## src/rtl/lpc_pkg.sv

```systemverilog
package lpc_pkg;
  typedef enum logic [2:0] {
    ST_ACTIVE   = 3'd0,
    ST_STANDBY  = 3'd1,
    ST_LOWPWR   = 3'd2,
    ST_READY    = 3'd3,
    ST_AUXSLEEP = 3'd4,
    ST_OFF      = 3'd5
  } pwrState_t;

  // strobes from control to the idle-timer datapath
  typedef struct packed {
    logic clear;
    logic run;
  } tmrCtl_t;
endpackage

```

## src/rtl/lpc_idle_timer.sv

```systemverilog
module lpc_idle_timer
  import lpc_pkg::*;
#(
  parameter int STANDBY_IDLE = 16,
  parameter int LOWPWR_IDLE  = 256
) (
  input  logic    clk,
  input  logic    rstN,
  input  tmrCtl_t tmrCtl,
  output logic    idleStandby,
  output logic    idleLowPower
);
  localparam int CNT_MAX = (STANDBY_IDLE > LOWPWR_IDLE) ? STANDBY_IDLE : LOWPWR_IDLE;
  localparam int CNT_W   = $clog2(CNT_MAX + 1);

  logic [CNT_W-1:0] idleCnt;

  always_ff @(posedge clk or negedge rstN) begin
    if (!rstN) begin
      idleCnt <= '0;
    end else if (tmrCtl.clear) begin
      idleCnt <= '0;
    end else if (tmrCtl.run && (idleCnt != CNT_W'(CNT_MAX))) begin
      idleCnt <= idleCnt + 1'b1;
    end
  end

  assign idleStandby  = (idleCnt >= CNT_W'(STANDBY_IDLE));
  assign idleLowPower = (idleCnt >= CNT_W'(LOWPWR_IDLE));
endmodule

```

## src/rtl/lpc_state_ctl.sv

```systemverilog
module lpc_state_ctl
  import lpc_pkg::*;
(
  input  logic      clk,
  input  logic      rstN,
  input  logic      enStandby,
  input  logic      enLowPower,
  input  logic      txPending,
  input  logic      devPowerLow,
  input  logic      wakeUp,
  input  logic      wakeDown,
  input  logic      handshakeDone,
  input  logic      mainPowerOk,
  input  logic      auxPowerOk,
  input  logic      idleStandby,
  input  logic      idleLowPower,
  output tmrCtl_t   tmrCtl,
  output pwrState_t curState,
  output logic      reinitReq
);
  pwrState_t nextState;
  logic      reinitNext;

  always_comb begin
    nextState  = curState;
    reinitNext = 1'b0;
    unique case (curState)
      ST_ACTIVE: begin
        if (handshakeDone)                    nextState = ST_READY;
        else if (devPowerLow)                 nextState = ST_LOWPWR;
        else if (enLowPower && idleLowPower)  nextState = ST_LOWPWR;
        else if (enStandby && idleStandby)    nextState = ST_STANDBY;
      end
      ST_STANDBY: begin
        if (txPending)                        nextState = ST_ACTIVE;
        else if (enLowPower && idleLowPower)  nextState = ST_LOWPWR;
      end
      ST_LOWPWR: begin
        if (handshakeDone)                    nextState = ST_READY;
        else if (wakeUp || wakeDown)          nextState = ST_ACTIVE;
      end
      ST_READY: begin
        if (!mainPowerOk)
          nextState = auxPowerOk ? ST_AUXSLEEP : ST_OFF;
      end
      ST_AUXSLEEP, ST_OFF: begin
        if (mainPowerOk) begin
          nextState  = ST_ACTIVE;
          reinitNext = 1'b1;
        end
      end
      default: nextState = ST_ACTIVE;
    endcase
  end

  always_ff @(posedge clk or negedge rstN) begin
    if (!rstN) begin
      curState  <= ST_ACTIVE;
      reinitReq <= 1'b0;
    end else begin
      curState  <= nextState;
      reinitReq <= reinitNext;
    end
  end

  always_comb begin
    tmrCtl.run   = ((curState == ST_ACTIVE) || (curState == ST_STANDBY)) && !txPending;
    tmrCtl.clear = !tmrCtl.run;
  end
endmodule

```

## src/rtl/link_pwr_ctl.sv

```systemverilog
module link_pwr_ctl
  import lpc_pkg::*;
#(
  parameter int STANDBY_IDLE = 16,
  parameter int LOWPWR_IDLE  = 256
) (
  input  logic       clk,
  input  logic       rstN,
  input  logic       enStandby,
  input  logic       enLowPower,
  input  logic       txPending,
  input  logic       devPowerLow,
  input  logic       wakeUp,
  input  logic       wakeDown,
  input  logic       handshakeDone,
  input  logic       mainPowerOk,
  input  logic       auxPowerOk,
  output logic [2:0] linkState,
  output logic       txAllowed,
  output logic       reinitPulse
);
  tmrCtl_t   tmrCtl;
  pwrState_t curState;
  logic      idleStandby;
  logic      idleLowPower;

  lpc_state_ctl ctlInst (
    .clk          (clk),
    .rstN         (rstN),
    .enStandby    (enStandby),
    .enLowPower   (enLowPower),
    .txPending    (txPending),
    .devPowerLow  (devPowerLow),
    .wakeUp       (wakeUp),
    .wakeDown     (wakeDown),
    .handshakeDone(handshakeDone),
    .mainPowerOk  (mainPowerOk),
    .auxPowerOk   (auxPowerOk),
    .idleStandby  (idleStandby),
    .idleLowPower (idleLowPower),
    .tmrCtl       (tmrCtl),
    .curState     (curState),
    .reinitReq    (reinitPulse)
  );

  lpc_idle_timer #(
    .STANDBY_IDLE(STANDBY_IDLE),
    .LOWPWR_IDLE (LOWPWR_IDLE)
  ) tmrInst (
    .clk         (clk),
    .rstN        (rstN),
    .tmrCtl      (tmrCtl),
    .idleStandby (idleStandby),
    .idleLowPower(idleLowPower)
  );

  assign linkState = curState;
  assign txAllowed = (curState == ST_ACTIVE);
endmodule

```

## config.mk

```make
export PLATFORM = sky130hd
export DESIGN_NAME = link_pwr_ctl
export DESIGN_NICKNAME = d
export VERILOG_FILES = /design/src/rtl/lpc_pkg.sv /design/src/rtl/lpc_idle_timer.sv /design/src/rtl/lpc_state_ctl.sv /design/src/rtl/link_pwr_ctl.sv
export SDC_FILE = /design/constraint.sdc
export NUM_CORES = 1
export LEC_CHECK = 0
export CELL_PAD_IN_SITES_DETAIL_PLACEMENT = 2
export CELL_PAD_IN_SITES_GLOBAL_PLACEMENT = 2
export CORE_MARGIN = 2
export CORE_UTILIZATION = 27
export DETAILED_ROUTE_END_ITERATION = 7
export GPL_TIMING_DRIVEN = 0
export HOLD_SLACK_MARGIN = 0.02
export PLACE_DENSITY_LB_ADDON = 0.2
export SYNTH_ARGS = -nofsm -noshare
export SYNTH_HDL_FRONTEND = slang
export SYNTH_HIERARCHICAL = 1
export SYNTH_SLANG_ARGS = --single-unit
export TNS_END_PERCENT = 50
```

## constraint.sdc

```tcl
create_clock -name clk -period 1.85 [get_ports clk]
set_input_delay 0.37 -clock clk [delete_from_list [all_inputs] [get_ports clk]]
set_output_delay 0.37 -clock clk [all_outputs]
set_load 0.01 [all_outputs]
```

==> results_dict.tcl <==
set metrics [dict create \
    switching_share 0.379 \
    max_stage_delay_ps 440 \
    synth_edf_count 0 \
    max_freq_mhz 556 \
    rows 20 \
    die_width_um 59.8 \
    finalPower_uw 1200 \
    grt_pass1_wl_um 4110 \
    synthFlopType "dfrtp_1" \
    preCtsSetupSlack_ps -359 \
    clk_pin_slew_ps 80 \
    critical-path-slowest-cell "or4_4" \
    synthesis.area_um2 840 \
    core_area_mm2 0.00300 \
    finalNetCount 133 \
    cts_sinks 13 \
    hold_path_class "in -> async" \
    wl_per_cell_um 16.3 \
    worst_slew_pin_slew_ps 623 \
    h-tree-depth 1 \
    clk_path_buf_depth 2 \
    vias 777 \
    async_reset_ff_frac 1.00 \
    synth_fp_nets 105 \
    critPathMaxFanout 4 \
    ff2ff_setup_slack_ps 50 \
    vdd_ir_drop_max_v 0.000398 \
    grt_pass1_vias 877 \
    outcome "complete, no violations" \
    dieArea_mm2 0.00357 \
    required_ps 2040 \
    end_kind "flip-flop" \
    grt_overflow 0 \
    setup_viol 0 \
    yosysUniqueCellTypes 38 \
    cts-root-buf "clkbuf_4" \
    finClkSkew_ps 5.67 \
    yosysSeqAreaShare 0.387 \
    clk_latency_ps 270 \
    seqPwrFrac 0.311 \
    drv_cap 0 \
    track_usage 0.153 \
    layout_min_cycle_time_ps 1800 \
    pwr-share-comb 0.543 \
    cts_buffers 3 \
    gr-usage-met2 0.280 \
    multiInputGateArea_um2 524 \
    ant_nets 0 \
    p_int_uw 748 \
    io_pins 16 \
    finalMaxSlewViolations 0 \
    busiest_layer "met2" \
    via_per_inst 5.11 \
    syn_to_final_growth_pct 40.7 \
    die_h_um 59.8 \
    crit_arrival_ps 1990 \
    synth_seq_cells 13 \
    start_util 0.280 \
    final_common_cell "clkdlybuf4s50_1" \
    rsz0062_at_grt "yes" \
    final_cell_mix "clkdlybuf4s50_1 (13), dfrtp_1 (12), nor2_1 (8), buf_4 (8), nand2_1 (7)" \
    powerDensity_mw_per_mm2 1020 \
    cts_tree "built" \
    criticalPathCategory "reg -> reg" \
    maxSlewHeadroom 0.583 \
    syn_avg_cell_area_um2 9.13 \
    cp_cell_sequence "buf_6 -> or3_4 -> inv_4 -> nand4_4 -> or4_4 -> a21oi_2" \
    leakagePower_uw 0.000501 \
    regArea_um2 327 \
    wirelength_um 2480 \
    antenna_found_initial 0 \
    syn_inst 92 \
    drtPass1Iterations 3 \
    grt_max_degree 14 \
    tns_ps 0 \
    grt_use_met3 0.0195 \
    hold_buffers 0 \
    dp_hpwl_um 1700 \
    finalCritPeriodShare 0.972 \
    grt.met1_usage 0.179 \
    io_buffers 15 \
    hold_viol 0 \
    place_congestion 0.777 \
    dr.first_iter.drc_count 33 \
    clock_power_share 0.146 \
    p_switching_uw 457 \
    worst_slack_ps 52.6 \
    ys_warn_count 6 \
    antenna_cells 0 \
    drcViolationCount 0 \
    fillers 346 \
    final_layout_size_suffix_gt1_frac 0.294 \
    crit_path_start_kind "flip-flop" \
]
logic make-up (layout without fill, tap and decap cells):
kind of cell / after synthesis / after routing / share of synthesized area
AND/OR/NAND/NOR: 40 / 40 / 0.285
multiplexers: 4 / 4 / 0.0507
buffers and inverters: 9 / 36 / 0.0507
adder cells (fa/ha/maj): 2 / 2 / 0.0298
XOR/XNOR: 2 / 2 / 0.0209
flip-flops: 13 / 13 / 0.387
AO/OA/AOI/OAI: 22 / 22 / 0.176
sequential cells by signal, indices dropped and copies added (netlist names):
name,flops
ctlInst/curState,3
ctlInst/reinitReq,1
tmrInst/idleCnt,9
power by group through the flow:
stage | sequential [uW] | combinational, uW | clock (uW)
6_report | 375 | 654 | 176
5_1_grt | 380 | 718 | 207
4_1_cts | 385 | 625 | 188
3_5_place_dp | 392 | 559 | 0
3_3_place_gp | 391 | 543 | 0
2_1_floorplan | 392 | 343 | 0
metal layers:
layer | routed length (um) | vias to the layer above
li1 | - | 384
met4 | 25 | 0
met1 | 1050 | 377
met2 | 1350 | 14
met3 | 60 | 2
met5 | 0 | -
cell type report:
type	instances	area share
Inverter	5	0.0180
Multi-Input combinational cell	70	0.444
Clock buffer	4	0.0222
Buffer	4	0.0254
Sequential cell	13	0.276
Timing Repair Buffer	23	0.179
Tap cell	33	0.0350
per-stage QoR:
stage               instances   util  instance area, um^2  hold WS (ps)
detailed placement        140  0.350                 1050           618
global placement          140  0.350                 1050           602
global route              152  0.393                 1180           512
CTS                       150  0.379                 1140           511
floorplan                  92      -                  860          74.4
finish                    152  0.393                 1180           479
synth_stat cells, types with 2 or more instances:
library cell  number  area, um^2
a21oi_1            9        45.0
a31oi_1            2        12.5
clkbuf_1           2        7.51
dfrtp_1           13         325
ha_1               2        25.0
inv_1              5        18.8
mux2_2             2        22.5
mux2i_1            2        20.0
nand2_1            8        30.0
nand2b_1           3        18.8
nand3_1            2        10.0
nor2_1             8        30.0
nor2b_1            4        25.0
o21ai_0            3        15.0
o31ai_1            2        15.0
or4_1              2        15.0
xor2_1             2        17.5
timing repair:
item / 4_1_cts / 5_1_grt
endpoints found under the hold margin: 0 / 0
setup endpoints to repair: 6 / 6
pin swaps: 2 / 3
setup buffers: 6 / 2
gates resized for setup: 6 / 7
critical path, delay by kind of cell, from the launching register on:
family / cells / cell delay (ps)
AND/OR/NAND/NOR: 3 / 920
flip-flops: 1 / 430
buffers and inverters: 2 / 230
AO/OA/AOI/OAI: 1 / 140
worst paths after layout:
| path | start | end | cells after the start |
|---|---|---|---|
| hold / removal | rstN | tmrInst/idleCnt[0] | 1 |
| min in group clk | tmrInst/idleCnt[7] | tmrInst/idleCnt[7] | 2 |
| max in group asynchronous | rstN | ctlInst/curState[2] | 1 |
| setup reg to reg | ctlInst/curState[1] | tmrInst/idleCnt[7] | 6 |
| hold reg to reg | tmrInst/idleCnt[7] | tmrInst/idleCnt[7] | 2 |
| setup / recovery | ctlInst/curState[1] | tmrInst/idleCnt[7] | 6 |
Note: power is estimated with default switching activity, not from simulation.
